<file path="src/rtl/vfc_pkg.sv">
package vfc_pkg;
   // relation bit positions; the predicate code uses the same positions
   localparam int REL_LT = 0;
   localparam int REL_EQ = 1;
   localparam int REL_GT = 2;
   localparam int REL_UN = 3;
   localparam int REL_W  = 4;

   typedef logic [REL_W-1:0] rel_vec_t;

   function automatic logic pred_hit(input rel_vec_t rel, input rel_vec_t pred);
      return |(rel & pred);
   endfunction
endpackage

</file>
<file path="src/rtl/vfc_lane_cmp.sv">
module vfc_lane_cmp
   import vfc_pkg::*;
#(
   parameter int FW   = 32,
   parameter int EXPW = 8
) (
   input  logic [FW-1:0] a_i,
   input  logic [FW-1:0] b_i,
   output rel_vec_t      rel_o,
   output logic          snan_o,
   output logic          nan_o
);
   localparam int MANW = FW - 1 - EXPW;
   localparam int MAGW = FW - 1;

   generate
      if (MANW < 2) begin : g_bad_fmt
         $error("vfc_lane_cmp: fraction field too narrow");
      end
   endgenerate

   logic [MAGW-1:0] mag_a, mag_b;
   logic            sgn_a, sgn_b;
   logic            nan_a, nan_b, snan_a, snan_b;
   logic            unord, both_zero, eq, lt, gt;

   always_comb begin
      sgn_a  = a_i[FW-1];
      sgn_b  = b_i[FW-1];
      mag_a  = a_i[MAGW-1:0];
      mag_b  = b_i[MAGW-1:0];
      nan_a  = (&a_i[FW-2 -: EXPW]) && (|a_i[MANW-1:0]);
      nan_b  = (&b_i[FW-2 -: EXPW]) && (|b_i[MANW-1:0]);
      snan_a = nan_a && !a_i[MANW-1];
      snan_b = nan_b && !b_i[MANW-1];
      unord  = nan_a || nan_b;
      both_zero = (mag_a == '0) && (mag_b == '0);
      eq = !unord && (both_zero || (a_i == b_i));
      unique case ({sgn_a, sgn_b})
         2'b00:   lt = mag_a < mag_b;
         2'b11:   lt = mag_a > mag_b;
         2'b10:   lt = !both_zero;
         default: lt = 1'b0;
      endcase
      lt = lt && !unord;
      gt = !unord && !eq && !lt;
      rel_o = '0;
      rel_o[REL_LT] = lt;
      rel_o[REL_EQ] = eq;
      rel_o[REL_GT] = gt;
      rel_o[REL_UN] = unord;
      snan_o = snan_a || snan_b;
      nan_o  = unord;
   end
endmodule

</file>
<file path="src/rtl/vfc_pass_ctrl.sv">
module vfc_pass_ctrl #(
   parameter int PASSES = 4,
   localparam int PW    = (PASSES > 1) ? $clog2(PASSES) : 1
) (
   input  logic          clk,
   input  logic          rst_n,
   input  logic          start_i,
   output logic          accept_o,
   output logic          busy_o,
   output logic [PW-1:0] pass_o,
   output logic          done_o
);
   localparam logic [PW-1:0] LAST = PW'(PASSES - 1);

   generate
      if (PASSES < 2) begin : g_bad_passes
         $error("vfc_pass_ctrl: at least two passes are needed");
      end
   endgenerate

   logic [PW-1:0] cnt_q;
   logic          busy_q, done_q;

   assign accept_o = start_i && !busy_q;
   assign busy_o   = busy_q;
   assign pass_o   = busy_q ? cnt_q : '0;
   assign done_o   = done_q;

   always_ff @(posedge clk or negedge rst_n) begin
      if (!rst_n) begin
         busy_q <= 1'b0;
         cnt_q  <= '0;
         done_q <= 1'b0;
      end else begin
         done_q <= 1'b0;
         if (accept_o) begin
            busy_q <= 1'b1;
            cnt_q  <= PW'(1);
         end else if (busy_q) begin
            if (cnt_q == LAST) begin
               busy_q <= 1'b0;
               cnt_q  <= '0;
               done_q <= 1'b1;
            end else begin
               cnt_q <= cnt_q + PW'(1);
            end
         end
      end
   end


   done_single_chk: assert property (@(posedge clk) disable iff (!rst_n)
      done_q |=> !done_q);

   done_after_last_chk: assert property (@(posedge clk) disable iff (!rst_n)
      (busy_q && cnt_q == LAST) |=> done_q);

   busy_hold_chk: assert property (@(posedge clk) disable iff (!rst_n)
      (busy_q && cnt_q != LAST) |=> (busy_q && !done_q));
endmodule

</file>
<file path="src/rtl/vfc_wave_cmp.sv">
module vfc_wave_cmp
   import vfc_pkg::*;
#(
   parameter int LANES = 16,
   parameter int GROUP = 64,
   parameter int FW    = 32,
   parameter int EXPW  = 8
) (
   input  logic                clk,
   input  logic                rst_n,
   input  logic                start_i,
   input  logic [3:0]          pred_i,
   input  logic                pred_sig_i,
   input  logic [LANES*FW-1:0] a_slice_i,
   input  logic [LANES*FW-1:0] b_slice_i,
   output logic [GROUP-1:0]    mask_o,
   output logic                done_o,
   output logic                invalid_o
);
   localparam int PASSES = GROUP / LANES;
   localparam int PW     = (PASSES > 1) ? $clog2(PASSES) : 1;

   generate
      if (GROUP % LANES != 0) begin : g_bad_group
         $error("vfc_wave_cmp: GROUP must be a multiple of LANES");
      end
      if (REL_W != 4) begin : g_bad_rel
         $error("vfc_wave_cmp: predicate code width mismatch");
      end
   endgenerate

   logic          accept, busy;
   logic [PW-1:0] pass_idx;
   logic          wr_en;

   vfc_pass_ctrl #(.PASSES(PASSES)) u_ctrl (
      .clk      (clk),
      .rst_n    (rst_n),
      .start_i  (start_i),
      .accept_o (accept),
      .busy_o   (busy),
      .pass_o   (pass_idx),
      .done_o   (done_o)
   );

   assign wr_en = accept || busy;

   // predicate capture at pass 0
   rel_vec_t pred_q, pred_eff;
   logic     sig_q, sig_eff;

   always_ff @(posedge clk or negedge rst_n) begin
      if (!rst_n) begin
         pred_q <= '0;
         sig_q  <= 1'b0;
      end else if (accept) begin
         pred_q <= pred_i;
         sig_q  <= pred_sig_i;
      end
   end

   assign pred_eff = accept ? rel_vec_t'(pred_i) : pred_q;
   assign sig_eff  = accept ? pred_sig_i : sig_q;

   // lane array
   rel_vec_t         rel_l [LANES];
   logic [LANES-1:0] hit_l, snan_l, nan_l;

   for (genvar l = 0; l < LANES; l++) begin : g_lane
      vfc_lane_cmp #(.FW(FW), .EXPW(EXPW)) u_cmp (
         .a_i    (a_slice_i[l*FW +: FW]),
         .b_i    (b_slice_i[l*FW +: FW]),
         .rel_o  (rel_l[l]),
         .snan_o (snan_l[l]),
         .nan_o  (nan_l[l])
      );
      assign hit_l[l] = pred_hit(rel_l[l], pred_eff);


      rel_onehot_chk: assert property (@(posedge clk) disable iff (!rst_n)
         wr_en |-> $onehot(rel_l[l]));
   end

   logic slice_inv;
   assign slice_inv = (|snan_l) || (sig_eff && (|nan_l));

   // mask and flag storage
   logic [GROUP-1:0] mask_q;
   logic             inv_q;

   always_ff @(posedge clk or negedge rst_n) begin
      if (!rst_n) begin
         mask_q <= '0;
         inv_q  <= 1'b0;
      end else if (wr_en) begin
         for (int p = 0; p < PASSES; p++) begin
            if (PW'(p) == pass_idx) begin
               mask_q[p*LANES +: LANES] <= hit_l;
            end else if (accept) begin
               mask_q[p*LANES +: LANES] <= '0;
            end
         end
         inv_q <= slice_inv || (busy && inv_q);
      end
   end

   assign mask_o    = mask_q;
   assign invalid_o = inv_q;


   mask_hold_chk: assert property (@(posedge clk) disable iff (!rst_n)
      (!busy && !start_i) |=> ($stable(mask_o) && $stable(invalid_o)));

   snan_flag_chk: assert property (@(posedge clk) disable iff (!rst_n)
      (wr_en && (|snan_l)) |=> invalid_o);

   flag_sticky_chk: assert property (@(posedge clk) disable iff (!rst_n)
      (busy && invalid_o) |=> invalid_o);
endmodule

</file>
<file path="config.mk">
export PLATFORM = sky130hd
export DESIGN_NAME = vfc_wave_cmp
export DESIGN_NICKNAME = d
export VERILOG_FILES = /design/src/rtl/vfc_pkg.sv /design/src/rtl/vfc_lane_cmp.sv /design/src/rtl/vfc_pass_ctrl.sv /design/src/rtl/vfc_wave_cmp.sv
export SDC_FILE = /design/constraint.sdc
export NUM_CORES = 1
export LEC_CHECK = 0
export BUFFER_PORTS_ARGS = -buffer_cell sky130_fd_sc_hd__buf_4
export CAP_MARGIN = 10
export CORE_AREA = 2 2 429 431
export CTS_BUF_LIST = sky130_fd_sc_hd__clkbuf_8
export DETAILED_ROUTE_END_ITERATION = 8
export DIE_AREA = 0 0 431 433
export PLACE_DENSITY = 0.34
export RECOVER_POWER = 25
export REMOVE_ABC_BUFFERS = 1
export SYNTH_ARGS = -nofsm -noshare
export SYNTH_HDL_FRONTEND = slang
export SYNTH_SLANG_ARGS = --single-unit
</file>
<file path="constraint.sdc">
create_clock -name clk -period 2.3 [get_ports clk]
set_input_delay 0 -clock clk [delete_from_list [all_inputs] [get_ports clk]]
set_output_delay 0 -clock clk [all_outputs]
set_load 0.02 [all_outputs]
</file>
# [Yosys cells after proc, flatten, opt, wreduce, memory -nomap -nowiden]
# Index checks and enable logic that the tools add are counted.
[word_totals] out_inout_bits=66 regBits=74
[op_classes] reduce_logical=435 addsub=1 n_bitwise=16 n_lt_le_gt_ge=32 n_mux=33 n_eq_ne=52
[op_table] operator="zero test 31 bit" count=32
[op_table] operator="OR reduction 23 bit" count=32
[op_table] operator="equality test 32 bit" count=16
[op_table] operator="> comparator 31 bit" count=16
[op_table] operator="< comparator 31 bit" count=16
[op_table] operator="AND reduction 8 bit" count=32
[op_table] operator="logical AND 1 bit" count=147
[op_table] operator="zero test 1 bit" count=97
[op_table] operator="2-to-1 mux 16 bit" count=5
[op_table] operator="equality test 2 bit (second input constant)" count=33
[op_table] operator="bitwise AND 4 bit" count=16
[op_table] operator="OR reduction 4 bit" count=16
[op_table] operator="logical OR 1 bit" count=51
[op_table] operator="one-hot mux 1 bit (3 select lines)" count=16
[op_table] operator="zero test 2 bit" count=17
[op_table] operator="OR reduction 16 bit" count=2
[op_table] operator="nonzero test 2 bit" count=5
[op_table] operator="2-to-1 mux 2 bit" count=4
[op_table] operator="AND reduction 2 bit" count=4
[op_table] operator="2-to-1 mux 1 bit" count=7
[op_table] operator="equality test 2 bit (first input constant)" count=2
[op_table] operator="2-to-1 mux 4 bit" count=1
[op_table] operator="adder 2 x 1 -> 2 bit (second input constant)" count=1
[op_table] operator="equality test 1 x 2 -> 1 bit (first input constant)" count=1

# [Longest topological paths before layout]
[logic_depth] word_depth=11 depth_mapped=10 depth_no_buf=10

# [Modules after synthesis]
# Synthesis repeated with hierarchy kept, for this count alone.
[unflattened] hier_cells=2869 hier_area_um2=21478.1
[by_module_without_submodules] mod="vfc_lane_cmp" instances=16 area_per_inst_um2=1123.6 cells_per_inst=160 seq_area_each_um2=0.0
[by_module_without_submodules] mod="vfc_wave_cmp" instances=1 area_per_inst_um2=3326.9 cells_per_inst=295 seq_area_each_um2=1751.7
[by_module_without_submodules] mod="vfc_pass_ctrl" instances=1 area_per_inst_um2=173.9 cells_per_inst=14 seq_area_each_um2=100.1

# [Worst setup path after synthesis]
# No wires, ideal clock.
[synth_path] path_kind="register -> register" from="register u_ctrl.busy_q, in the netlist u_ctrl.busy_o" to="register mask_q[23], in the netlist mask_o[23]" arrival_ps=1941 path_buffers=2 slack_ps=228 period_less_slack_ps=2072 stages_incl_launch_ff=9 path_cell_list="dfrtp_1 nand2b_1 mux2i_1 buf_2 inv_1 buf_4 a311o_1 a211oi_2 o31ai_1"
[synth_between] elab_chain_len=6
[synth_rtl] item="start, declared" line="vfc_pass_ctrl.sv:22" text="logic busy_q, done_q;"
[synth_rtl] item="start signal, assigned" line="vfc_pass_ctrl.sv:31" text="busy_q <= 1'b0;"
[synth_rtl] item="start signal, assigned" line="vfc_pass_ctrl.sv:37" text="busy_q <= 1'b1;"
[synth_rtl] item="start signal, assigned" line="vfc_pass_ctrl.sv:41" text="busy_q <= 1'b0;"
[synth_rtl] item="zero test 1 bit" line="vfc_pass_ctrl.sv:24" text="assign accept_o = start_i && !busy_q;"
[synth_rtl] item="logical AND 1 bit" line="vfc_pass_ctrl.sv:24"
[synth_rtl] item="2-to-1 mux 4 bit" line="vfc_wave_cmp.sv:62" text="assign pred_eff = accept ? rel_vec_t'(pred_i) : pred_q;"
[synth_rtl] item="via pred_eff[2]" line="vfc_wave_cmp.sv:49" text="rel_vec_t pred_q, pred_eff;"
[synth_rtl] item="bitwise AND 4 bit" line="vfc_pkg.sv:12" text="return |(rel & pred);"
[synth_rtl] item="OR reduction 4 bit" line="vfc_pkg.sv:12"
[synth_rtl] item="2-to-1 mux 16 bit" line="vfc_wave_cmp.sv:97" text="if (PW'(p) == pass_idx) begin"
[synth_rtl] item="end signal, assigned by index" line="vfc_wave_cmp.sv:98" text="mask_q[p*LANES +: LANES] <= hit_l;"
[synth_rtl] item="end, declared" line="vfc_wave_cmp.sv:88" text="logic [GROUP-1:0] mask_q;"
# The timed path passes the listed nets, and every way through them passes these cells.
# A chain may end at the register's enable or synchronous reset.

# [Worst setup path after layout]
[layout_path] from="input port a_slice_i[401]" to="register inv_q, in the netlist invalid_o"
[layout_between] elab_chain_len=7
[layout_rtl] item="start, declared" line="vfc_wave_cmp.sv:14" text="input logic [LANES*FW-1:0] a_slice_i,"
[layout_rtl] item="OR reduction 23 bit (*)" line="vfc_lane_cmp.sv:32" text="nan_a = (&a_i[FW-2 -: EXPW]) && (|a_i[MANW-1:0]);"
[layout_rtl] item="logical AND 1 bit (*)" line="vfc_lane_cmp.sv:32"
[layout_rtl] item="logical AND 1 bit or logical OR 1 bit (tied branches)" line="vfc_lane_cmp.sv:34, vfc_lane_cmp.sv:36"
[layout_rtl] item="logical OR 1 bit or OR reduction 16 bit (tied branches)" line="vfc_lane_cmp.sv:52, vfc_wave_cmp.sv:85"
[layout_rtl] item="OR reduction 16 bit or logical AND 1 bit (tied branches)" line="vfc_wave_cmp.sv:85" text="assign slice_inv = (|snan_l) || (sig_eff && (|nan_l));"
[layout_rtl] item="logical OR 1 bit (*)" line="vfc_wave_cmp.sv:85"
[layout_rtl] item="logical OR 1 bit (*)" line="vfc_wave_cmp.sv:103" text="inv_q <= slice_inv || (busy && inv_q);"
[layout_rtl] item="end signal, assigned" line="vfc_wave_cmp.sv:103"
[layout_rtl] item="end, declared" line="vfc_wave_cmp.sv:89" text="logic inv_q;"
# Every way passes the cells marked *; elsewhere a longest branch is shown, timed or not.

==> flow_summary.ini <==
[status]
outcome = complete, but fails checks
failed_checks = negative setup slack

[cells_and_area]
fillers = 20593
final_core_util = 0.208
seqCellArea_mm2 = 0.00185
multi_input_area_mm2 = 0.0175
drive_gt1_frac = 0.401
synthToLayoutAreaGrowth_pct = 79.6
nets = 6200
instances_no_fill = 7019

[setup_path]
crit_path_end_kind = flip-flop
critical_path.cell_chain = buf_4, buf_4, nor4_1, buf_4, nand4_1, o21ai_0, buf_4, o2111ai_1, nor4_2, nand3_1, a221oi_1, nor2_1
crit_slowest_cell = nor4_2
crit_arrival_ns = 2.62
startpoint_type = input port
path_class = input port to flip-flop
cp_max_fo = 3
crit_required_ns = 2.61
cpPeakStageDelay_ns = 0.37
crit_top_cell = buf_4

[placed_design]
gp_congestion = 0.958
dp_cells = 6960
hpwl_um = 160000
portBuffers = 1097
pre_cts_ws_ns = -0.734

[timing]
setup_violations = 1
hold_viol_final = 0
holdWs_ns = 0.0888
worst_slack_ns = -0.00408
worst_pin_slew_ns = 1.27
finalMaxSlewViolations = 0
max_freq_mhz = 434
slew_headroom = 0.153
timing.final.crit_period_ns = 2.30
skew_ns = 0.0171
fin_crit_sh = 1.00
rsz0062_at_grt = true

[global_route]
grt_pass1_vias = 29773
antenna_found_initial = 41
grt_pass1_wl_um = 230000
grt_start_max_net_pins = 40
grt.overflow.total = 0
grt_util_all_layers = 0.176

[floorplan]
die_h_um = 433
core.rowCount = 157
ios = 1098
die-area_mm2 = 0.187
core_mm2 = 0.182
die-width_um = 431
start_util = 0.116

[routing]
wl_um = 171000
drtPass1Iterations = 5
drt_iter0_markers = 1225
viasPerCell = 4.07
antenna_left = 0
vias = 28590
drc = 0
wl_per_cell_um = 24.4

[min_path]
min_path_type = input port to flip-flop

[yosys]
yosys_warnings = 0
synth-main-ff-cell = dfrtp_1
synthArstFlopShare = 1.00
ys_seq_area_frac = 0.0880
synth-edff-count = 0
syn_area_mm2 = 0.0211
ys_types = 62
synth.avg_cell_area_um2 = 7.28
ys_ff_latch = 74
postSynthCellCount = 2892

[clock_tree]
cts.sinks = 74
cts_buffers = 9
clockBufferDepth = 2
clk_latency_ns = 0.43
clk_pin_slew_worst_paths_ns = 0.10
cts_tree = built
htreeDepth = 3
cts_root_buffer = clkbuf_8

[pwr]
p_per_area_mw_per_mm2 = 421
power_leakage_nw = 19.4
peakVddDrop_mv = 0.348

[flow_run]
drv_cap = 0
-- metal layers --
metal / part of all wire / vias to the layer above / track usage
met1: 0.41 / 13431 / 0.205
met2: 0.52 / 761 / 0.325
met5: 0.00074 / - / 0
met4: 0.030 / 20 / 0.0565
li1: - / 14239 / -
met3: 0.044 / 139 / 0.0262
-- cell usage in the layout, fill, tap and decap left out, types with 14 or more instances in the layout --
master,netlist,layout
a211oi_1,27,26
a21boi_0,18,18
a21o_1,38,38
a21oi_1,218,197
a21oi_2,0,21
a221oi_1,14,14
buf_4,3,1706
dfrtp_1,74,74
diode_2,0,23
ha_1,561,561
inv_1,545,542
mux2_2,21,14
mux2i_1,29,18
nand2_1,190,190
nand3_1,86,82
nand3b_1,24,24
nand4_1,216,216
nor2_1,139,139
nor3_1,64,64
nor4_1,249,239
nor4_2,7,16
o211ai_1,26,26
o21a_1,46,45
o21ai_0,92,87
o22ai_1,14,14
o31a_1,14,14
o31ai_1,44,34
-- per-stage QoR --
stage | total power [W] | TNS (ns) | instance area, um^2
5_1_grt | 0.0173 | -0.914 | 37800
3_5_place_dp | 0.0142 | -20.82 | 36900
6_report | 0.0159 | -0.00408 | 37800
4_1_cts | 0.0160 | -0.775 | 37500
2_1_floorplan | 0.00663 | -79.03 | 20900
3_3_place_gp | 0.0142 | -20.97 | 36900
-- state kept, by name, indices dropped and copies added (netlist names) --
register,flops
invalid_o,1
u_ctrl.cnt_q,2
mask_o,64
u_ctrl.done_o,1
pred_q,4
sig_q,1
u_ctrl.busy_o,1
-- cell families after synthesis --
| family | Yosys count | share of synthesized area |
|---|---|---|
| mux | 50 | 0.0250 |
| fa+ha+maj | 561 | 0.333 |
| simple gates | 1020 | 0.260 |
| compound gates | 618 | 0.188 |
| buf+inv | 569 | 0.105 |
| flops | 74 | 0.0880 |
-- area by class of cell --
class / instances / share of cell area
multi-input combinational: 2249 / 0.463
timing repair buffer: 1728 / 0.348
tap: 2385 / 0.0789
inverter: 545 / 0.0543
sequential: 74 / 0.0490
clock buffer: 10 / 0.00364
antenna: 23 / 0.00152
clock inverter: 5 / 0.00146
-- critical path, delay by kind of cell --
kind                   cells  cell delay (ns)
AO/OA/AOI/OAI              3             0.97
buffers and inverters      4             0.66
AND/OR/NAND/NOR            5             0.99
-- what timing repair did --
| item | CTS | global route |
|---|---|---|
| hold buffers | 3 | 0 |
| pin swaps | 4 | 19 |
| resized for setup | 60 | 40 |
| setup endpoints to repair | 65 | 61 |
| setup buffers | 9 | 10 |
| hold endpoints to repair | 43 | 0 |
-- report_power, final --
part           switching (W)  leakage [nW]  internal, W
clock               0.000655        0.0943     0.000521
sequential          0.000380         0.916      0.00191
combinational        0.00694          18.4      0.00550
-- cells in the mapped netlist, types with 27 or more instances --
cell type	n	area share
inv_1	545	0.097
a211oi_1	27	0.0096
nor2_1	139	0.025
nor3_1	64	0.015
nand2_1	190	0.034
nand3_1	86	0.020
nor4_1	249	0.074
ha_1	561	0.33
o21ai_0	92	0.022
o31ai_1	44	0.016
mux2i_1	29	0.014
a21o_1	38	0.014
dfrtp_1	74	0.088
nand4_1	216	0.064
a21oi_1	218	0.052
o21a_1	46	0.016
-- final timing paths --
| kind | startpoint | endpoint | slack (ns) | cells after the start |
|---|---|---|---|---|
| setup / recovery | a_slice_i[401] | invalid_o$_DFFE_PN0P_ | -0.004 | 12 |
| setup reg to reg | u_ctrl.busy_o$_DFF_PN0_ | mask_o[52]$_DFFE_PN0P_ | 0.02 | 8 |
| hold reg to reg | mask_o[11]$_DFFE_PN0P_ | mask_o[11]$_DFFE_PN0P_ | 0.48 | 2 |
| hold / removal | pred_i[3] | pred_q[3]$_DFF_PN0_ | 0.09 | 4 |
| max in group asynchronous | rst_n | mask_o[1]$_DFFE_PN0P_ | 0.45 | 3 |
| min in group asynchronous | rst_n | mask_o[13]$_DFFE_PN0P_ | 0.43 | 2 |
Power figures use the tool's default switching activity.
